`src/rtl/cfc_pkg.sv`:
```
// Shared definitions for the credit flow controller.
// Assumes: flit kind is carried as a 2-bit code alongside each sent flit.
package cfc_pkg;
    typedef enum logic [1:0] {
        FLIT_BODY = 2'b00,
        FLIT_HEAD = 2'b01,
        FLIT_TAIL = 2'b10,
        FLIT_SOLO = 2'b11
    } flit_kind_e;
endpackage

```
`src/rtl/cfc_vc_credit.sv`:
```
// One VC's free-slot counter, its packet-open state and its eligibility.
// Assumes: send and ret are single-cycle strobes for this VC; count starts
// at DEPTH (downstream buffer fully empty).
module cfc_vc_credit
    import cfc_pkg::*;
#(
    parameter int DEPTH = 6,
    parameter int CNT_W = 3,
    parameter int LEN_W = 4
) (
    input  logic             clk,
    input  logic             rst_n,
    input  logic             ct_en,
    input  logic             req,
    input  logic [LEN_W-1:0] req_len,
    input  logic             send,
    input  logic [1:0]       send_kind,
    input  logic             ret,
    output logic [CNT_W-1:0] count,
    output logic             pkt_open,
    output logic             eligible,
    output logic             ovf
);
    localparam logic [CNT_W-1:0] FULL = CNT_W'(DEPTH);

    // Overflow: a credit with no matching send while already full.
    assign ovf = ret && !send && (count == FULL);

    // Eligible: has credit, and in cut-through mode a new packet must fit whole.
    always_comb begin
        eligible = req && (count != '0);
        if (ct_en && !pkt_open && (int'(count) < int'(req_len)))
            eligible = 1'b0;
    end

    // Counter update: send takes a slot, credit gives one, both cancel.
    always_ff @(posedge clk) begin
        if (!rst_n) begin
            count <= FULL;
        end else if (send && !ret) begin
            if (count != '0) count <= count - 1'b1;
        end else if (ret && !send) begin
            if (count != FULL) count <= count + 1'b1;
        end
    end

    // Packet boundary tracking from the kind of each sent flit.
    always_ff @(posedge clk) begin
        if (!rst_n) begin
            pkt_open <= 1'b0;
        end else if (send) begin
            if (send_kind == FLIT_HEAD)      pkt_open <= 1'b1;
            else if (send_kind == FLIT_TAIL) pkt_open <= 1'b0;
            else if (send_kind == FLIT_SOLO) pkt_open <= 1'b0;
        end
    end

    assert_count_bound_R6: assert property (@(posedge clk) disable iff (!rst_n)
        int'(count) <= DEPTH);
    assert_send_dec_R2: assert property (@(posedge clk) disable iff (!rst_n)
        (send && !ret && count != '0) |=> (count == $past(count) - 1'b1));
    assert_ret_inc_R4: assert property (@(posedge clk) disable iff (!rst_n)
        (ret && !send && count != FULL) |=> (count == $past(count) + 1'b1));
    assert_both_hold_R5: assert property (@(posedge clk) disable iff (!rst_n)
        (send && ret) |=> $stable(count));
endmodule

```
`src/rtl/cfc_rr_arbiter.sv`:
```
// Round-robin pick of one eligible VC per cycle.
// Assumes: the pointer moves to the winner whenever a grant is raised.
module cfc_rr_arbiter #(
    parameter int NUM_VC = 4,
    parameter int PTR_W  = 2
) (
    input  logic              clk,
    input  logic              rst_n,
    input  logic [NUM_VC-1:0] elig,
    output logic [NUM_VC-1:0] grant
);
    logic [PTR_W-1:0] ptr_q;
    logic [PTR_W-1:0] win;
    logic             found;

    // Search from the VC after the last winner, wrapping around.
    always_comb begin
        grant = '0;
        win   = ptr_q;
        found = 1'b0;
        for (int off = 1; off <= NUM_VC; off++) begin
            logic [PTR_W-1:0] idx;
            idx = PTR_W'((int'(ptr_q) + off) % NUM_VC);
            if (!found && elig[idx]) begin
                found      = 1'b1;
                win        = idx;
                grant[idx] = 1'b1;
            end
        end
    end

    // Remember the last winner; reset so that VC0 is searched first.
    always_ff @(posedge clk) begin
        if (!rst_n)     ptr_q <= PTR_W'(NUM_VC - 1);
        else if (found) ptr_q <= win;
    end

    assert_one_grant_R9: assert property (@(posedge clk) disable iff (!rst_n)
        $onehot0(grant));
    assert_grant_elig_R9: assert property (@(posedge clk) disable iff (!rst_n)
        (grant & ~elig) == '0);
endmodule

```
`src/rtl/credit_fc_ctrl.sv`:
```
// Credit flow controller for one router output port: a credit counter per
// downstream VC, round-robin grant, optional whole-packet check.
// Assumes: the sender reports only flits it was granted; credits come back
// one per cycle at most.
module credit_fc_ctrl
    import cfc_pkg::*;
#(
    parameter int NUM_VC  = 4,
    parameter int DEPTH   = 6,
    parameter int MAX_PKT = 8,
    localparam int VC_W   = (NUM_VC > 1) ? $clog2(NUM_VC) : 1,
    localparam int CNT_W  = $clog2(DEPTH + 1),
    localparam int LEN_W  = $clog2(MAX_PKT + 1)
) (
    input  logic                    clk,
    input  logic                    rst_n,
    input  logic                    cut_through_en,
    input  logic [NUM_VC-1:0]       req_vc,
    input  logic [NUM_VC*LEN_W-1:0] req_len,
    output logic [NUM_VC-1:0]       grant_vc,
    input  logic                    sent_valid,
    input  logic [VC_W-1:0]         sent_vc,
    input  logic [1:0]              sent_kind,
    input  logic                    crd_valid,
    input  logic [VC_W-1:0]         crd_vc,
    output logic [NUM_VC*CNT_W-1:0] credit_count,
    output logic                    credit_err
);
    logic [NUM_VC-1:0] elig;
    logic [NUM_VC-1:0] ovf;
    logic [NUM_VC-1:0] open_v;

    for (genvar i = 0; i < NUM_VC; i++) begin : g_vc
        logic send_i, ret_i;
        assign send_i = sent_valid && (sent_vc == VC_W'(i));
        assign ret_i  = crd_valid  && (crd_vc  == VC_W'(i));

        cfc_vc_credit #(.DEPTH(DEPTH), .CNT_W(CNT_W), .LEN_W(LEN_W)) u_cnt (
            .clk       (clk),
            .rst_n     (rst_n),
            .ct_en     (cut_through_en),
            .req       (req_vc[i]),
            .req_len   (req_len[i*LEN_W +: LEN_W]),
            .send      (send_i),
            .send_kind (sent_kind),
            .ret       (ret_i),
            .count     (credit_count[i*CNT_W +: CNT_W]),
            .pkt_open  (open_v[i]),
            .eligible  (elig[i]),
            .ovf       (ovf[i])
        );

        assert_no_grant_empty_R3: assert property (@(posedge clk) disable iff (!rst_n)
            grant_vc[i] |-> (credit_count[i*CNT_W +: CNT_W] != '0));
        assert_whole_pkt_R7: assert property (@(posedge clk) disable iff (!rst_n)
            (grant_vc[i] && cut_through_en && !open_v[i]) |->
            (int'(credit_count[i*CNT_W +: CNT_W]) >= int'(req_len[i*LEN_W +: LEN_W])));
        assert_grant_req_R9: assert property (@(posedge clk) disable iff (!rst_n)
            grant_vc[i] |-> req_vc[i]);
    end

    cfc_rr_arbiter #(.NUM_VC(NUM_VC), .PTR_W(VC_W)) u_arb (
        .clk   (clk),
        .rst_n (rst_n),
        .elig  (elig),
        .grant (grant_vc)
    );

    // Sticky error: any credit beyond the buffer depth.
    always_ff @(posedge clk) begin
        if (!rst_n)     credit_err <= 1'b0;
        else if (|ovf)  credit_err <= 1'b1;
    end

    assert_err_sticky_R6: assert property (@(posedge clk) disable iff (!rst_n)
        credit_err |=> credit_err);
endmodule

```
`config.mk`:
```
export PLATFORM = sky130hd
export DESIGN_NAME = credit_fc_ctrl
export DESIGN_NICKNAME = d
export VERILOG_FILES = /design/src/rtl/cfc_pkg.sv /design/src/rtl/cfc_vc_credit.sv /design/src/rtl/cfc_rr_arbiter.sv /design/src/rtl/credit_fc_ctrl.sv
export SDC_FILE = /design/constraint.sdc
export NUM_CORES = 1
export LEC_CHECK = 0
export ABC_AREA = 1
export ABC_CLOCK_PERIOD_IN_PS = 4790
export BUFFER_PORTS_ARGS = -buffer_cell sky130_fd_sc_hd__buf_2
export CORE_MARGIN = 5
export CORE_UTILIZATION = 58
export CTS_CLUSTER_DIAMETER = 150
export DETAILED_ROUTE_END_ITERATION = 6
export HOLD_SLACK_MARGIN = 0.02
export PLACE_DENSITY = 0.85
export SLEW_MARGIN = 25
export SYNTH_ARGS = -nofsm -noshare
export SYNTH_HDL_FRONTEND = slang
export SYNTH_SLANG_ARGS = --single-unit
```
`constraint.sdc`:
```
create_clock -name clk -period 4.79 [get_ports clk]
set_input_delay 0.2395 -clock clk [delete_from_list [all_inputs] [get_ports clk]]
set_output_delay 0.2395 -clock clk [all_outputs]
set_load 0.005 [all_outputs]
```
==> impl_metrics.yaml <==
power:
  swShare_pct: 50.5
  p_int_mw: 0.369
  pwr_density_cell_mw_per_mm2: 342
  p_comb_share_pct: 59.8
  switchingPower_mw: 0.376
  pwr-share-clk_pct: 12.9
  power_mw: 0.744
  ir_drop_uv: 171
  seqPwrFrac_pct: 27.3
  p_leak_nw: 1.24
drt:
  drt_iter0_markers: 78
  drc_errors: 0
  via_per_inst: 4.96
  vias: 1915
  drtPass1Iterations: 4
  antenna_left: 0
  wirelength_mm: 4.41
  post_drt_wl_per_cell_um: 11.4
clock_network:
  cts-resized-gates: 0
  cts.sinks: 19
  cts_setup_buffers: 0
  root_buffer: "clkbuf_4"
  clk_pin_slew_ns: 0.13
  clk_latency_ns: 0.33
  ctsHoldBuffers: 0
  cts_tree: "done"
  cts_buffers: 3
  cts.path.max_buffers: 2
  htreeDepth: 1
logic_synthesis:
  syn_inst: 295
  ys_seq_elements: 19
  synth.distinct_cells: 32
  ys_seq_area_share_pct: 20.3
  yosysTopAreaCellShare_pct: 20.3
  netlist_area_sq_mm: 0.00188
  synth_top_area_cell: "dfxtp_1"
  postSynthAreaPerCell_sq_um: 6.36
  yosysWarningCount: 0
  synth.area.top_cells: "dfxtp_1 20%, nand2_1 13%, inv_1 11%, ha_1 10%, nand3_1 8.3%"
  synthesis.nets: 345
floorplanning:
  die-area_sq_mm: 0.00447
  core-area_sq_mm: 0.00308
  die_w_um: 66.9
  rows: 20
  start_util_pct: 60.9
  die_h_um: 66.9
  io_pins: 48
global_routing:
  grt_usage_pct: 21.1
  grt_max_degree: 13
  antenna_found_initial: 0
  gr-total-overflow: 0
  grt_pass1_vias: 1788
  grt_pass1_wl_mm: 7.41
sta:
  setup_tns_ns: 0
  hold_viol_final: 0
  max-slew-margin-rel_pct: 74.7
  fin_skew_ns: 0.00154
  maxSlewViolCount: 0
  rsz0062_at_grt: "false"
  fin_crit_sh_pct: 53.8
  clock.fmax_mhz: 388
  finalSetupViolations: 0
  worst_pin_slew_ns: 0.379
  finalCriticalPeriod_ns: 2.58
setup_path:
  cp.required_ns: 4.55
  worstSetupPathType: "flip-flop to output port"
  max_stage_delay_ns: 0.57
  cp_max_fo: 9
  cp_common_cell: "nand3_1"
  cp_slowest_cell: "dfxtp_1"
  end_kind: "output port"
  cp.arrival_ns: 2.34
  startpoint_type: "flip-flop"
  crit_chain: "inv_2, ha_1, inv_1, nand3_1, nand2_4, nand2_2, nor2_4, nand3_1, nand2_1, buf_2"
final_layout:
  final_nets: 393
  fillers: 314
  drive_gt1_share_pct: 24.0
  final_common_cell: "nand2_1"
  areaGrowthSynthToFinish_pct: 16.1
  multi_input_area_sq_mm: 0.00124
  antenna_cells: 0
  final_cell_mix: "67 x nand2_1, 53 x inv_1, 47 x buf_2, 31 x nand3_1, 20 x nor2_1"
  regArea_sq_um: 380
hold_path:
  hp-class: "primary input to flip-flop"
placed_design:
  io_buffers: 47
  gp_congestion: 0.842
  post-dp-hpwl_mm: 3.55
flow_run:
  maxCapViolations: 0
outcome:
  status: "complete, no violations"
==> layer usage <==
metal	wire, um	GRT usage [%]	vias to the layer above	share of wire (%)
met4	45	6.58	0	1.0
met2	2050	37.4	41	46
met1	2090	25.9	842	47
met5	0	0	-	0
met3	227	3.37	4	5.1
li1	-	-	1028	-
==> registers in the layout (all words and copies together), names as in the netlist <==
| name | count |
|---|---|
| g_vc.u_cnt.count | 12 |
| g_vc.u_cnt.pkt_open | 4 |
| u_arb.ptr_q | 2 |
| credit_err | 1 |
==> final timing paths <==
check                                        end  slack (ns)                                start  depth (start not counted)
max reg2reg          u_arb.ptr_q[1]$_SDFFE_PN1P_        2.86          u_arb.ptr_q[0]$_SDFFE_PN1P_                          9
max                                  grant_vc[0]        2.21          u_arb.ptr_q[0]$_SDFFE_PN1P_                         10
min          g_vc[3].u_cnt.pkt_open$_SDFFE_PN0P_        0.14                         sent_kind[1]                          2
min reg2reg  g_vc[2].u_cnt.pkt_open$_SDFFE_PN0P_        0.49  g_vc[2].u_cnt.pkt_open$_SDFFE_PN0P_                          2
==> Yosys cell counts, drive strengths merged <==
cell	instances
nand2	72
o211ai	2
a21boi	1
a21oi	17
a221oi	3
a31oi	1
a211oi	1
nor3	10
o31ai	2
o21ai	14
nand3	36
inv	63
dfxtp	19
or2	3
xnor2	2
o22ai	1
ha	15
nor2	24
xor2	1
clkbuf	1
buf	3
fa	4
==> metrics by stage <==
stage                     hold WS [ns]  utilization [%]  instances  setup WS (ns)  cell area [sq um]
final                            0.145             70.7        386           2.21               2180
after global routing             0.139             70.7        386           2.02               2180
after CTS                        0.146             70.7        386           2.23               2180
after detailed placement         0.472             69.8        382           2.61               2150
after global placement           0.468             69.8        382           2.68               2150
after floorplan                  0.335                -        295           2.90               1880
==> critical path: cells and delay by family (launching register included) <==
family	cells	cell delay (ns)
and+or+nand+nor	6	0.66
DFF	1	0.57
adders and majority gates	1	0.40
buffers and inverters	3	0.39
==> kinds of logic (layout without fill, tap and decap cells) <==
group                    count (synthesis)  count (layout)  synth area share (%)
AO/OA/AOI/OAI                           42              42                  13.1
flip-flops                              19              19                  20.3
AND/OR/NAND/NOR                        145             145                  37.3
adder cells (fa/ha/maj)                 19              19                  14.3
XOR/XNOR                                 3               3                  1.40
buffers and inverters                   67             114                  13.6
==> power groups by stage <==
stage,registers [mW],clock network [mW],logic [mW]
detailed placement,0.206,0,0.440
finish,0.203,0.0963,0.445
floorplan,0.200,0,0.331
CTS,0.202,0.0955,0.443
global route,0.207,0.0999,0.507
global placement,0.204,0,0.431
==> final cells by class <==
class | instances | share of cell area, %
clock buffer | 3 | 1.03
clock inverter | 1 | 0.345
inverter | 63 | 10.9
multi-input combinational | 209 | 57.0
sequential | 19 | 17.5
tap | 44 | 2.53
timing repair buffer | 47 | 10.8
Power figures use the tool's default switching activity.
